==> src/rtl/nco_pkg.sv <==
// nco_pkg: shared constants and an elaboration-time helper for the NCO.
// Assumes real arithmetic is available for constant evaluation only.
package nco_pkg;

    localparam real NCO_PI = 3.141592653589793;

    // Rounded quarter-wave amplitude for table entry idx of qdepth entries.
    function automatic int quarter_amp(input int idx, input int qdepth, input real full);
        real ang;
        ang = NCO_PI * real'(2 * idx + 1) / real'(4 * qdepth);
        return $rtoi(full * $sin(ang) + 0.5);
    endfunction

endpackage

==> src/rtl/nco_phase_acc.sv <==
// nco_phase_acc: forms the per-clock phase step and updates the phase register.
// Assumes SER_W < ACC_W; the auxiliary word is zero-extended at the LSB end.
module nco_phase_acc #(
    parameter int ACC_W = 48,
    parameter int SER_W = 40
) (
    input  logic             clk,
    input  logic             rst_n,
    input  logic [ACC_W-1:0] center_word,
    input  logic [ACC_W-1:0] offset_word,
    input  logic [SER_W-1:0] serial_word,
    input  logic             offset_en,
    input  logic             serial_en,
    input  logic             fb_en,
    output logic [ACC_W-1:0] acc_q
);
    localparam int PAD_W = ACC_W - SER_W;

    logic [ACC_W-1:0] step;
    logic [ACC_W-1:0] base;

    // Gate the optional terms and sum the step.
    always_comb begin
        step = center_word
             + (offset_en ? offset_word : '0)
             + (serial_en ? {{PAD_W{1'b0}}, serial_word} : '0);
        base = fb_en ? acc_q : '0;
    end

    // Phase register: accumulate, or load the step when feedback is off.
    always_ff @(posedge clk) begin
        if (!rst_n) acc_q <= '0;
        else        acc_q <= base + step;
    end
endmodule

==> src/rtl/nco_phase_map.sv <==
// nco_phase_map: takes the top table-address bits of the phase and adds the
// quarter-turn offset. Registered stage. Assumes LUT_AW >= 3.
module nco_phase_map #(
    parameter int ACC_W  = 48,
    parameter int LUT_AW = 10
) (
    input  logic              clk,
    input  logic              rst_n,
    input  logic [ACC_W-1:0]  acc_q,
    input  logic [1:0]        phase_sel,
    output logic [LUT_AW-1:0] ph_addr
);
    localparam int LOW_W = ACC_W - LUT_AW;

    logic [LUT_AW-1:0] turn;
    logic              unused_low;

    // Build the quarter-turn addend and collect the bits below the address.
    always_comb begin
        turn       = {phase_sel, {(LUT_AW-2){1'b0}}};
        unused_low = ^acc_q[LOW_W-1:0];
    end

    // Register the rotated table address.
    always_ff @(posedge clk) begin
        if (!rst_n) ph_addr <= '0;
        else        ph_addr <= acc_q[ACC_W-1 -: LUT_AW] + turn;
    end
endmodule

==> src/rtl/nco_sine_lut.sv <==
// nco_sine_lut: quarter-wave sine table with mirror and sign logic.
// The table is computed at elaboration with half-step sample points, so
// the mirror index is the bitwise inverse. Registered output.
module nco_sine_lut #(
    parameter int LUT_AW = 10,
    parameter int AMP_W  = 16
) (
    input  logic                    clk,
    input  logic                    rst_n,
    input  logic [LUT_AW-1:0]       ph_addr,
    output logic signed [AMP_W-1:0] amp_q
);
    localparam int  IDX_W    = LUT_AW - 2;
    localparam int  QDEPTH   = 1 << IDX_W;
    localparam int  AMP_MAXI = (1 << (AMP_W - 1)) - 1;
    localparam real AMP_MAXR = real'(AMP_MAXI);

    logic [AMP_W-2:0] rom [QDEPTH];
    logic [IDX_W-1:0] idx;
    logic [AMP_W-2:0] mag;
    logic signed [AMP_W-1:0] amp_d;

    // Fill the table, one constant entry per generate step.
    for (genvar g = 0; g < QDEPTH; g++) begin : g_rom
        localparam int VAL = nco_pkg::quarter_amp(g, QDEPTH, AMP_MAXR);
        assign rom[g] = VAL[AMP_W-2:0];
    end

    // Mirror the index in odd quadrants, negate in the lower half wave.
    always_comb begin
        idx   = ph_addr[LUT_AW-2] ? ~ph_addr[IDX_W-1:0] : ph_addr[IDX_W-1:0];
        mag   = rom[idx];
        amp_d = ph_addr[LUT_AW-1] ? -$signed({1'b0, mag}) : $signed({1'b0, mag});
    end

    // Register the signed amplitude.
    always_ff @(posedge clk) begin
        if (!rst_n) amp_q <= '0;
        else        amp_q <= amp_d;
    end
endmodule

==> src/rtl/nco_out_round.sv <==
// nco_out_round: rounds the wide amplitude half-up to OUT_W bits, clips at
// positive full scale and applies the chosen output code. Registered.
module nco_out_round #(
    parameter int AMP_W          = 16,
    parameter int OUT_W          = 14,
    parameter bit OUT_OFFSET_BIN = 1'b0
) (
    input  logic                    clk,
    input  logic                    rst_n,
    input  logic signed [AMP_W-1:0] amp_q,
    output logic [OUT_W-1:0]        sample
);
    localparam int SH = AMP_W - OUT_W;
    localparam logic signed [AMP_W:0] HALF = (AMP_W+1)'(1 << (SH - 1));
    localparam logic signed [OUT_W:0] MAXP = (OUT_W+1)'((1 << (OUT_W - 1)) - 1);
    localparam logic [OUT_W-1:0] ZERO_CODE =
        OUT_OFFSET_BIN ? {1'b1, {(OUT_W-1){1'b0}}} : '0;

    logic signed [AMP_W:0] sum;
    logic signed [OUT_W:0] shifted;
    logic [OUT_W-1:0]      res;
    logic [OUT_W-1:0]      coded;
    logic                  unused_frac;

    // Add the half-LSB and drop the fraction bits.
    always_comb begin
        sum         = {amp_q[AMP_W-1], amp_q} + HALF;
        shifted     = sum[AMP_W:SH];
        unused_frac = ^sum[SH-1:0];
        res         = (shifted > MAXP) ? MAXP[OUT_W-1:0] : shifted[OUT_W-1:0];
    end

    // Select the output code variant.
    if (OUT_OFFSET_BIN) begin : g_offbin
        assign coded = {~res[OUT_W-1], res[OUT_W-2:0]};
    end else begin : g_twos
        assign coded = res;
    end

    // Register the final sample.
    always_ff @(posedge clk) begin
        if (!rst_n) sample <= ZERO_CODE;
        else        sample <= coded;
    end
endmodule

==> src/rtl/nco_mod_core.sv <==
// nco_mod_core: top of the modulated NCO.
// Pipeline: phase register -> rotated address -> table amplitude -> sample.
// Phase pins reach the output in 3 edges, frequency controls in 4.
// Assumes tuning words are held stable by the surrounding register block.
module nco_mod_core #(
    parameter int ACC_W          = 48,
    parameter int SER_W          = 40,
    parameter int LUT_AW         = 10,
    parameter int AMP_W          = 16,
    parameter int OUT_W          = 14,
    parameter bit OUT_OFFSET_BIN = 1'b0
) (
    input  logic             clk,
    input  logic             rst_n,
    input  logic [ACC_W-1:0] center_word,
    input  logic [ACC_W-1:0] offset_word,
    input  logic [SER_W-1:0] serial_word,
    input  logic             offset_en,
    input  logic             serial_en,
    input  logic             fb_en,
    input  logic [1:0]       phase_sel,
    output logic [OUT_W-1:0] sample
);
    logic [ACC_W-1:0]        acc_q;
    logic [LUT_AW-1:0]       ph_addr;
    logic signed [AMP_W-1:0] amp_q;

    nco_phase_acc #(.ACC_W(ACC_W), .SER_W(SER_W)) u_acc (
        .clk(clk), .rst_n(rst_n),
        .center_word(center_word), .offset_word(offset_word),
        .serial_word(serial_word), .offset_en(offset_en),
        .serial_en(serial_en), .fb_en(fb_en), .acc_q(acc_q)
    );

    nco_phase_map #(.ACC_W(ACC_W), .LUT_AW(LUT_AW)) u_map (
        .clk(clk), .rst_n(rst_n), .acc_q(acc_q),
        .phase_sel(phase_sel), .ph_addr(ph_addr)
    );

    nco_sine_lut #(.LUT_AW(LUT_AW), .AMP_W(AMP_W)) u_lut (
        .clk(clk), .rst_n(rst_n), .ph_addr(ph_addr), .amp_q(amp_q)
    );

    nco_out_round #(.AMP_W(AMP_W), .OUT_W(OUT_W), .OUT_OFFSET_BIN(OUT_OFFSET_BIN)) u_rnd (
        .clk(clk), .rst_n(rst_n), .amp_q(amp_q), .sample(sample)
    );
endmodule

==> config.mk <==
export PLATFORM = sky130hd
export DESIGN_NAME = nco_mod_core
export DESIGN_NICKNAME = d
export VERILOG_FILES = /design/src/rtl/nco_pkg.sv /design/src/rtl/nco_phase_acc.sv /design/src/rtl/nco_phase_map.sv /design/src/rtl/nco_sine_lut.sv /design/src/rtl/nco_out_round.sv /design/src/rtl/nco_mod_core.sv
export SDC_FILE = /design/constraint.sdc
export NUM_CORES = 1
export LEC_CHECK = 0
export ABC_AREA = 1
export BUFFER_PORTS_ARGS = -buffer_cell sky130_fd_sc_hd__buf_2
export CAP_MARGIN = 20
export CORE_MARGIN = 2
export CORE_UTILIZATION = 33
export CTS_BUF_LIST = sky130_fd_sc_hd__clkbuf_16
export DETAILED_ROUTE_END_ITERATION = 8
export GPL_TIMING_DRIVEN = 0
export SYNTH_ARGS = -nofsm -noshare
export SYNTH_HDL_FRONTEND = slang
export SYNTH_SLANG_ARGS = --single-unit
==> constraint.sdc <==
create_clock -name clk -period 11 [get_ports clk]
set_clock_uncertainty 0.1 [all_clocks]
set_input_delay 1.1 -clock clk [delete_from_list [all_inputs] [get_ports clk]]
set_output_delay 1.1 -clock clk [all_outputs]
set_load 0.01 [all_outputs]
=== Word-level counts from Yosys, hierarchy flattened ===
Memories as Yosys holds them, arrays and structs flattened.
Cells that the tools add are included.

* Add/sub/neg operators: 6
* Magnitude comparators: 2
* Multiplexer cells: 8
* Bitwise operators: 3
* Reductions and logical operators: 2

{| class="wikitable"
|+ Operator list
! kind !! count
|-
| 48-bit adder || 3
|-
| 48-bit 2-to-1 mux || 2
|-
| 15-bit 2-to-1 mux || 3
|-
| 40-bit 2-to-1 mux || 1
|-
| 16-bit by 3-bit adder with 17-bit output, second input constant || 1
|-
| 15-bit negator with 16-bit output || 1
|-
| 15-bit by 14-bit greater-than comparator with 1-bit output, second input constant || 1
|-
| 13-bit 2-to-1 mux || 1
|-
| 10-bit adder || 1
|-
| 9-bit greater-or-equal comparator, second input constant || 1
|-
| 8-bit NOT with 9-bit output || 1
|-
| 8-bit 2-to-1 mux || 1
|-
| 8-bit NOT || 1
|-
| 2-bit AND reduction || 1
|-
| 2-bit OR reduction || 1
|-
| 1-bit NOT || 1
|}

* Flip-flop bits (word level): 88
* Bits in read-only memories: 3840
* Bits of input ports: 143
* Output and inout port bits: 14
* Word-level logic and storage cells: 28
* Memories: 1

{| class="wikitable"
|+ Memory list
! memory !! depth !! width !! read ports !! clocked after memory_dff !! write ports !! line !! source
|-
| (name not given) || 256 || 15 || 1 || 0 || 0 || nco_sine_lut.sv:32 || <nowiki>mag = rom[idx];</nowiki>
|}

=== Logic depth before layout (Yosys ltp) ===
Gate-level depths: netlist of run 1.

* Word-level depth: 8
* Gate-level depth with buffers: 25
* Mapped depth without buffers: 24

=== Modules after synthesis ===
A second synthesis of run 1 with hierarchy kept.

* Cell total of the unflattened synthesis: 2530
* Area, all modules: 14451.4 um^2

{| class="wikitable"
|+ By module, submodules not included
! module !! times used !! cells an instance !! area each (um^2) !! sequential area each (um^2)
|-
| nco_phase_acc || 1 || 1355 || 8182.8 || 960.9
|-
| nco_sine_lut || 1 || 1028 || 5168.7 || 320.3
|-
| nco_out_round || 1 || 109 || 772.0 || 280.3
|-
| nco_phase_map || 1 || 38 || 327.8 || 200.2
|}

=== Least setup slack after synthesis of run 1 ===
OpenSTA, ideal clock, no wires.

* Path type: input port to flip-flop
* Start: input offset_en
* End: register u_acc.acc_q[23]
* Setup time: 0.115 ns
* Data arrival time: 4.879 ns
* Required time: 10.785 ns
* Slack: 5.906 ns
* Stages on the path: 19
* Buffers on the path: 2
* Cells stage by stage: clkbuf_1 > clkbuf_1 > nand2_1 > fa_1 > fa_1 > inv_1 > ha_1 > inv_1 > fa_1 > inv_1 > nand2_1 > o21ai_0 > inv_1 > o21a_1 > o21ai_0 > a21oi_1 > o21bai_1 > a21oi_1 > o21a_1

* Cells in the longest elaborated chain, start to end: 4

{| class="wikitable"
|+ Ends and longest elaborated chain
! what !! line !! source
|-
| from (decl) || nco_mod_core.sv:18 || <nowiki>input logic offset_en,</nowiki>
|-
| 48-bit 2-to-1 mux || nco_phase_acc.sv:25 || <nowiki>+ (offset_en ? offset_word : '0)</nowiki>
|-
| 48-bit adder || nco_phase_acc.sv:25 ||
|-
| 48-bit adder || nco_phase_acc.sv:26 || <nowiki>+ (serial_en ? {{PAD_W{1'b0}}, serial_word} : '0);</nowiki>
|-
| 48-bit adder || nco_phase_acc.sv:33 || <nowiki>else acc_q <= base + step;</nowiki>
|-
| to (signal assigned) || nco_phase_acc.sv:33 ||
|-
| to (decl) || nco_phase_acc.sv:15 || <nowiki>output logic [ACC_W-1:0] acc_q</nowiki>
|}

Every way passes these cells.
A chain may end at the register's enable or synchronous reset.

=== Worst setup path in the final report of run 1 ===
* Start: input offset_en
* End: register u_acc.acc_q[43]

The elaborated chain is that of the path after synthesis.

==> results of run 1 <==
## per-stage QoR
stage	cells	total power [mW]	hold slack (ns)	setup slack [ns]	area, µm²
2_1_floorplan	2135	2.848	0.3071	5.906	12840
3_3_place_gp	2807	4.349	0.3213	3.916	14260
3_5_place_dp	2807	4.300	0.3227	3.882	14260
4_1_cts	2823	4.706	0.3326	4.264	14610
5_1_grt	2823	5.159	0.3629	3.913	14610
6_report	2823	4.817	0.3308	4.099	14610
## metal layers
metal	vias to the layer above	wire length (µm)	global-route usage, %
li1	7108	-	-
met1	7316	29820	45.22
met2	655	29830	52.89
met3	122	5607	6.576
met4	2	2372	11.55
met5	-	12	0
## logic make-up after synthesis
kind of cell             after synthesis  synth area share (%)
adder cells (fa/ha/maj)              173                 22.12
AO/OA/AOI/OAI                        380                 15.86
XOR/XNOR                              16                 1.150
buffers and inverters                393                 12.67
flip-flops                            87                 13.56
AND/OR/NAND/NOR                     1086                 34.63
## worst max-delay path: stages
cell and delay, ns:
buf_2 0.10, clkbuf_1 0.52, clkbuf_1 0.64, nand2_1 0.16
fa_1 0.56, fa_1 0.41, inv_1 0.07, ha_1 0.22
inv_1 0.08, fa_1 0.37, inv_1 0.08, nand2_1 0.07
o21ai_0 0.79, nand3_1 0.15, nand2_1 0.18, nand2_1 0.07
nand2_1 0.19, a21oi_1 0.20, o21ai_0 0.45, nand3_1 0.13
nand2_1 0.12, o21ai_0 0.08, a21oi_1 0.32
## layout by cell type, fill, tap and decap left out, drive strengths merged
cell type  netlist  final
nor3            10     10
nor3b            2      2
xnor2            7      7
o21bai           4      4
o311ai           1      1
o21a            21     21
nand4           19     19
nor4             3      3
o22ai            1      1
a21boi           2      2
clkinv           1      3
buf             49    203
dfxtp           87     87
ha              83     83
xor2             9      9
nor2           177    177
a21oi          185    185
clkbuf          23     32
o2111ai          1      1
o21ai          135    135
nand2          698    698
nand3          172    172
a22oi            1      1
o221ai           2      2
a21o             5      5
o211ai           4      4
or2              4      4
and2             1      1
fa              90     90
a31oi           18     18
inv            320    322
bufinv           0      3
## worst max-delay path by stage
stage	start	end	depth (start not counted)
6_report	offset_en	u_acc.acc_q[43]	23
5_1_grt	offset_en	u_acc.acc_q[43]	23
4_1_cts	offset_en	u_acc.acc_q[43]	23
3_5_place_dp	offset_en	u_acc.acc_q[43]	23
3_3_place_gp	offset_en	u_acc.acc_q[43]	23
2_1_floorplan	offset_en	u_acc.acc_q[23]	19
## layout make-up
| class | count | area, µm² |
|---|---|---|
| inverter | 321 | 1205 |
| buffer | 72 | 421.7 |
| timing repair buffer | 154 | 770.7 |
| clock buffer | 9 | 225.2 |
| fill | 4474 | 23950 |
| clock inverter | 7 | 127.6 |
| tap | 518 | 648.1 |
| sequential | 87 | 1742 |
| multi-input combinational | 1655 | 9472 |
## flip-flops by register name, summed over array words and instances (netlist names)
| register | cells |
|---|---|
| u_acc.acc_q | 48 |
| u_lut.amp_q | 15 |
| u_rnd.sample | 14 |
| u_map.ph_addr | 10 |
## power breakdown
group / switching [mW] / internal [mW] / leakage (nW)
Combinational: 2.88 / 1.04 / 7.04
Sequential: 0.0584 / 0.450 / 0.724
Clock: 0.157 / 0.225 / 0.172
Total: 3.10 / 1.72 / 7.94
==> results.md, run 1 <==
* Slew Viols, Final at 0
* Post-synth top area share at 20.00%
* Worst skew pair latency at 0.38 ns
* Nets@finish at 2,616
* Leak at 7.940 nW
* Mapped cell area at approximately 0.013 mm²
* Async SR Flop Fraction at 0%
* Worst hold path startpoint: u_acc.acc_q[40]
* Hold-fix buffers at CTS at 0
* Worst R2R Path Depth at 24
* Post-Route Utilization at 37.90%
* Global route overflow at 0
* Critical Path RT at 11.15 ns
* Mean Syn Cell Area at 6.014 µm²
* F_max at 0.1449 GHz
* Fraction of layout cells with a size suffix above 1 at 10.85%
* TNS Setup at 0 ns
* Resize count post-CTS at 0
* Synth top area cells: nand2_1 20%, fa_1 14%, dfxtp_1 14%, inv_1 9.1%, ha_1 8.1%
* Slew HR at 32.37%
* Setup-failing EPs final at 0
* Total GRT Usage at 33.36%
* Worst Path Arrival at 7.05 ns
* Hold path cells at 2
* Launching element type of the critical path: primary input
* Post-synth EDFFs at 0
* Period utilization at between 60% and 70%
* Power density cells at 329.7 mW/mm²
* Clock-pin transition on the worst setup and hold timing paths at 0.06 ns
* Core Rows at 72
* Initial DRC Count at 1,415
* Io pins at between 150 and 200
* Routed len/inst at around 24 µm
* Synth Warn # at 0
* Die ar. at between 0.04 and 0.05 mm²
* Die Height at 201.3 µm
* H-tree Lvls at 3
* Antenna violations before repair at 2
* Setup Fix Bufs, Post-CTS at 0
* Max IR drop VDD at approximately 0.00015 V
* First-pass GRT wire length at 98.12 mm
* RR Endpoint: u_lut.amp_q[8]
* Drt total wl at 67.65 mm
* Min-Delay Endpoint: u_map.ph_addr[2]
* Status: finished clean
* Inserted Diodes at 0
* Worst setup path class: primary input to flip-flop
* Vias per cell at 5.385
* Flops & latches, synth at 87
* Clock sink total at 87
* Chip Width at between 200 and 250 µm
* Register area share after synthesis at 13.56%
* Distinct cells, synth at 41
* CP Max Fanout at 10
* Yosys top cell by area: nand2_1
* Iteration count of the initial detailed-routing pass at 5
* CTS max path bufs at 2
* Crit end category: flip-flop
* Starting density of the core at 33.30%
* Cell count after synthesis at 2,135
* Post-synth top cells: 684 x nand2_1, 310 x inv_1, 184 x a21oi_1
* Hold Path Class: flip-flop to flip-flop
* Synth-to-Final Area Change at 13.80%
* Period minus WS final at 6.901 ns
* Net count of the mapped netlist at 2,451
* Most frequent cell after synthesis: nand2_1
* Unrepaired setup endpoints after global routing: no
* Max-cap violations at 0
* Num CTS Buffers at 9
* Estimated wirelength of the detail-placed design at 55.40 mm
* Core box area at 0.03856 mm²
* DRC at 0
* Slew @ Worst Pin at 1.004 ns
* Routed Antenna Nets at 0
* Final Hold Viols at 0
* Pin count of the biggest net entering global routing at 21
* CTS tree: done
* Placer Congestion at roughly 1
* Critical R2R Launch: u_map.ph_addr[8]
* Reg-to-reg slack, setup at slightly below 6 ns
* Vias in the first global route at 14,740
* Top_reg_cell synth: dfxtp_1
* Total number of vias at 15,200
* # port buffers at 154
* Root buffer cell: clkbuf_16
Power figures use the tool's default switching activity.
==> inputs of run 2 (changes only) <==
==> constraint.sdc (replaced) <==
create_clock -name clk -period 6.55 [get_ports clk]
set_clock_uncertainty 0.1 [all_clocks]
set_input_delay 0.655 -clock clk [delete_from_list [all_inputs] [get_ports clk]]
set_output_delay 0.655 -clock clk [all_outputs]
set_load 0.01 [all_outputs]
==> results.md, run 2 (same netlist as run 1, synthesis figures left out) <==
* CP Max Fanout at 10
* Period utilization at ~94%
* F_max at 0.1626 GHz
* Critical R2R Launch: u_map.ph_addr[8]
* Launching element type of the critical path: primary input
* Antenna violations before repair at 2
* Worst setup path class: primary input to flip-flop
* Placed cell count at 2,807
* Critical-path cell list: buf_2 > clkbuf_1 > clkbuf_1 > nand2_1 > fa_1 > fa_1 > inv_1 > ha_1 > inv_1 > fa_1 > inv_1 > nand2_1 > o21ai_1 > nand3_1 > nand2_1 > nand2_1 > nand2_1 > a21oi_1 > o21ai_0 > nand3_1 > nand2_1 > o21ai_0 > a21oi_1
* Vias per cell at 5.388
* CTS tree: done
* Slew HR at 31.11%
* Period minus WS final at 6.149 ns
* Setup-failing EPs final at 0
* Hold path cells at 2
* Clock-pin transition on the worst setup and hold timing paths at 0.06 ns
* Placer Congestion at 0.9981
* Setup Fix Bufs, Post-CTS at 0
* Critical Path RT at 6.70 ns
* Power density cells at about 550 mW/mm²
* Total number of vias at 15,210
* Nets@finish at 2,616
* Worst skew pair latency at 0.38 ns
* DRC at 0
* # port buffers at 154
* Core box area at 0.03856 mm²
* Post-Route Utilization at 37.90%
* Crit end category: flip-flop
* Max-cap violations at 0
* Initial DRC Count at 1,415
* Min-Delay Endpoint: u_map.ph_addr[2]
* Worst Path Arrival at about 6.3 ns
* RR Endpoint: u_lut.amp_q[8]
* Routed len/inst at about 24 µm
* Slew Viols, Final at 0
* Max IR drop VDD at around 0.00025 V
* Routed Antenna Nets at 0
* Pin count of the biggest net entering global routing at 21
* Starting density of the core at 33.30%
* Iteration count of the initial detailed-routing pass at 5
* Worst hold path startpoint: u_acc.acc_q[40]
* Num CTS Buffers at 9
* Max reg flops at 48
* Crit-path max cell delay at approximately 0.63 ns
* Reg-to-reg slack, setup at 1.43 ns
* Clock sink total at 87
* Final Hold Viols at 0
* Worst R2R Path Depth at 24
* Vias in the first global route at roughly 15,000
* Synth-to-Final Area Change at 13.80%
* Leak at 7.940 nW
* Inserted Diodes at 0
* Die Height at 201.3 µm
* Hold Path Class: flip-flop to flip-flop
* Most numerous cell on the critical path: nand2_1
* Filler-free cell count of the finished design at 2,823
* Fraction of layout cells with a size suffix above 1 at 10.85%
* Io pins at between 150 and 200
* Slew @ Worst Pin at between 1 and 1.5 ns
* Estimated wirelength of the detail-placed design at 55.40 mm
* Routed length on met1 at 30.08 mm
* Commonest non-fill, non-tap cell in the layout: nand2_1
* H-tree Lvls at 3
* Root buffer cell: clkbuf_16
* Chip Width at between 200 and 250 µm
* Post-DP Area at 0.01426 mm²
* Crit-path slowest cell: clkbuf_1
* Uppermost routed layer: met5
* Most frequent cells in the layout: 684 x nand2_1, 310 x inv_1, 184 x a21oi_1, 176 x buf_2, 172 x nand3_1
* Regs by FF count: u_acc.acc_q (48), u_lut.amp_q (15), u_rnd.sample (14)
* Buf/Inv on CP at 6
* Drt total wl at between 60 and 70 mm
* Status: finished clean
* Die ar. at 0.04050 mm²
* Total GRT Usage at roughly 33%
* Met3 wire length at 5.398 mm
* Overall power at 8.094 mW
* Core Rows at 72
* Worst path top cell family by delay: adder cells
* CTS max path bufs at 2
* TNS Setup at 0 ns
* Fin area at 0.01461 mm²
* Reg with most FFs: u_acc.acc_q
* Fill cells at roughly 4,500
* First-pass GRT wire length at 98.12 mm
* Met2 routed WL at about 30 mm
* Global route overflow at 0
* Unrepaired setup endpoints after global routing: no
-- run 2: cell counts in the layout (fill, tap and decap cells not counted) --
No cell type changed its count.
-- run 2: worst min-delay path, cell delays in order, from the launching register on --
cell	delay [ns]
dfxtp_1	0.31
nand2_1	0.05
inv_1	0.03
-- run 2: what timing repair did --
| action | CTS | global route |
|---|---|---|
| hold buffers | 0 | 0 |
| resized for setup | 0 | 1 |
| endpoints found under the setup margin | 0 | 1 |
-- run 2: power breakdown --
part / total [mW] / switching, mW / internal [mW]
combinational: 6.60 / 4.85 / 1.75
sequential: 0.854 / 0.0980 / 0.756
clock: 0.642 / 0.263 / 0.378
-- run 2: routing by layer --
metal | track usage (%) | up-vias
met1 | 45.22 | 7332
met4 | 11.55 | 2
met2 | 52.89 | 652
met5 | 0 | -
met3 | 6.576 | 115
li1 | - | 7108
-- run 2: worst max-delay path by stage --
stage          startpoint              end  slack [ns]  cells past startpoint
6_report        offset_en  u_acc.acc_q[43]        0.40                     23
5_1_grt         offset_en  u_acc.acc_q[43]        0.19                     23
4_1_cts         offset_en  u_acc.acc_q[43]        0.26                     23
3_5_place_dp    offset_en  u_acc.acc_q[43]       -0.12                     23
3_3_place_gp    offset_en  u_acc.acc_q[43]       -0.09                     23
2_1_floorplan   offset_en  u_acc.acc_q[23]        1.90                     19
-- run 2: per-stage QoR --
step | worst slack, ns | hold WS [ns]
final | 0.4008 | 0.3308
after global placement | -0.08901 | 0.3213
after floorplan | 1.901 | 0.3071
after global routing | 0.1872 | 0.3629
after CTS | 0.2586 | 0.3326
after detailed placement | -0.1232 | 0.3227
-- run 2: cell type report --
type	instances	area (µm²)	area share, %
multi-input cells	1655	9472	64.82
flip-flops and latches	87	1742	11.92
inverters	321	1205	8.246
repair buffers	154	770.7	5.275
well taps	518	648.1	4.436
plain buffers	72	421.7	2.886
clock buffers	9	225.2	1.541
clock inverters	7	127.6	0.8734
==> inputs of run 3 (changes only) <==
--- a/config.mk
+++ b/config.mk
@@ -13,6 +13,7 @@
 export CTS_BUF_LIST = sky130_fd_sc_hd__clkbuf_16
 export DETAILED_ROUTE_END_ITERATION = 8
 export GPL_TIMING_DRIVEN = 0
+export MAX_ROUTING_LAYER = met4
 export SYNTH_ARGS = -nofsm -noshare
 export SYNTH_HDL_FRONTEND = slang
 export SYNTH_SLANG_ARGS = --single-unit
==> results.md, run 3 (same netlist as run 1, synthesis figures left out) <==
* Drt total wl at 68.63 mm
* Clock-pin transition on the worst setup and hold timing paths at 0.07 ns
* Setup-failing EPs final at 0
* Fraction of layout cells with a size suffix above 1 at 10.72%
* Total number of vias at 15,470
* Comb pwr share at 83.2%
* Iteration count of the initial detailed-routing pass at 8
* Unrepaired setup endpoints after global routing: no
* Critical Path RT at 6.71 ns
* Antenna violations before repair at 1
* Worst skew pair latency at 0.37 ns
* Num CTS Buffers at 9
* CTS max path bufs at 2
* Crit end category: flip-flop
* Core Rows at 72
* Slew HR at 34.75%
* Die ar. at 0.04050 mm²
* Pin count of the biggest net entering global routing at 21
* First-pass GRT wire length at between 90 and 100 mm
* Critical-path cell list: buf_2 > clkbuf_1 > clkbuf_1 > nand2_1 > fa_1 > fa_1 > inv_1 > ha_1 > inv_1 > fa_1 > inv_1 > nand2_1 > o21ai_1 > inv_1 > o21a_1 > o21ai_0 > a21oi_1 > o21bai_1 > a21oi_1 > o21a_1
* Critical path depth at 20
* CTS tree: done
* Setup Fix Bufs, Post-CTS at 0
* Crit-path slowest cell: o21ai_0
* F_max at approximately 0.17 GHz
* RR Endpoint: u_lut.amp_q[14]
* Most numerous cell on the critical path: inv_1
* DRC at 0
* Power density cells at 552.6 mW/mm²
* Slew @ Worst Pin at 0.9751 ns
* Placer Congestion at 1.035
* Routed Antenna Nets at 0
* Vias per cell at 5.477
* Max reg flops at 48
* Routed len/inst at 24.30 µm
* Chip Width at 201.3 µm
* Hold path cells at 2
* Clock network power share at between 6 and 7%
* Core box area at about 0.039 mm²
* Crit path capture: u_acc.acc_q[23]
* Reg-to-reg slack, setup at 0.95 ns
* Die Height at 201.3 µm
* Worst setup path class: primary input to flip-flop
* Regs by FF count: u_acc.acc_q (48), u_lut.amp_q (15), u_rnd.sample (14)
* # port buffers at 154
* Synth-to-Final Area Change at 13.15%
* Pint at 2.756 mW
* Hold-fix buffers at CTS at 0
* Commonest non-fill, non-tap cell in the layout: nand2_1
* Launching element type of the critical path: primary input
* Max IR drop VDD at 0.0002314 V
* Crit-path max cell delay at 0.64 ns
* Global route overflow at 0
* CP Launch Point: offset_en
* Buf/Inv on CP at 7
* Final Hold Viols at 0
* Hold Path Class: flip-flop to flip-flop
* Starting density of the core at about a third
* Period minus WS final at 5.998 ns
* Switching Fraction at 65.68%
* Estimated wirelength of the detail-placed design at 56.17 mm
* Reg with most FFs: u_acc.acc_q
* Period utilization at 91.57%
* Most frequent cells in the layout: 684 x nand2_1, 311 x inv_1, 184 x a21oi_1, 176 x buf_2, 172 x nand3_1
* Post-Route Utilization at 37.68%
* Psw at roughly 5.3 mW
* Max-cap violations at 0
* Status: finished clean
* Setup WS post-layout at about 0.55 ns
* Nets@finish at 2,616
* Total GRT Usage at 34.54%
* Place WS at 0.05767 ns
* Worst Path Arrival at roughly 6.2 ns
* Io pins at ~160
* Root buffer cell: clkbuf_16
* H-tree Lvls at 3
* Clock sink total at 87
* TNS Setup at 0 ns
* Worst R2R Path Depth at 20
* Vias in the first global route at 14,960
* Critical R2R Launch: u_map.ph_addr[8]
* Slew Viols, Final at 0
* Initial DRC Count at 1,789
* Leak at about 7.9 nW
* CP Max Fanout at 10
* Seq pwr share at 10.6%
* Worst path top cell family by delay: compound AO/OA/AOI/OAI gates
run 3: tightest hold or removal path: stages, from the launching register on:
cell and delay [ns]:
dfxtp_1 0.31, nand2_1 0.05, inv_1 0.03
run 3: worst min-delay path by stage:
| stage | from | to | slack (ns) |
|---|---|---|---|
| 3_3_place_gp | u_acc.acc_q[44] | u_map.ph_addr[6] | 0.31 |
| 2_1_floorplan | u_acc.acc_q[38] | u_map.ph_addr[0] | 0.31 |
| 3_5_place_dp | u_acc.acc_q[45] | u_map.ph_addr[7] | 0.32 |
| 4_1_cts | u_acc.acc_q[45] | u_map.ph_addr[7] | 0.33 |
| 5_1_grt | u_acc.acc_q[42] | u_map.ph_addr[4] | 0.35 |
| 6_report | u_acc.acc_q[45] | u_map.ph_addr[7] | 0.32 |
run 3: stage by stage:
| stage | hold slack [ns] | instance area [µm²] | instances | power (mW) |
|---|---|---|---|---|
| CTS | 0.3257 | 14530 | 2823 | 7.785 |
| detailed placement | 0.3164 | 14260 | 2807 | 7.260 |
| global placement | 0.3123 | 14260 | 2807 | 7.339 |
| floorplan | 0.3071 | 12840 | 2135 | 4.784 |
| finish | 0.3248 | 14530 | 2824 | 8.028 |
| global route | 0.3480 | 14530 | 2824 | 8.550 |
run 3: repair_timing:
item                                    in CTS  in global routing
endpoints found under the setup margin       0                  1
gates resized for setup                      0                  1
endpoints found under the hold margin        0                  0
run 3: cell type report:
type,count,area (µm²)
Timing Repair Buffer,154,770.7
Clock inverter,7,41.29
Multi-Input combinational cell,1655,9472
Inverter,321,1205
Tap cell,518,648.1
Buffer,72,421.7
Sequential cell,87,1742
Clock buffer,9,225.2
Antenna cell,1,2.502
Fill cell,4349,24030
run 3: power by group through the flow:
stage               combinational (mW)  sequential [mW]  clock [mW]
floorplan                         3.93            0.849           0
finish                            6.68            0.854       0.495
detailed placement                6.40            0.862           0
global route                      7.15            0.873       0.523
global placement                  6.48            0.857           0
CTS                               6.43            0.851       0.504
run 3: layer usage:
metal  global-route usage, %  vias up  part of all wire, %
li1                        -     7101                    -
met1                   47.24     7444                   45
met2                   51.19      769                   42
met3                   5.296      152                  7.9
met4                   13.31        0                  4.4
met5                       -        -                    0
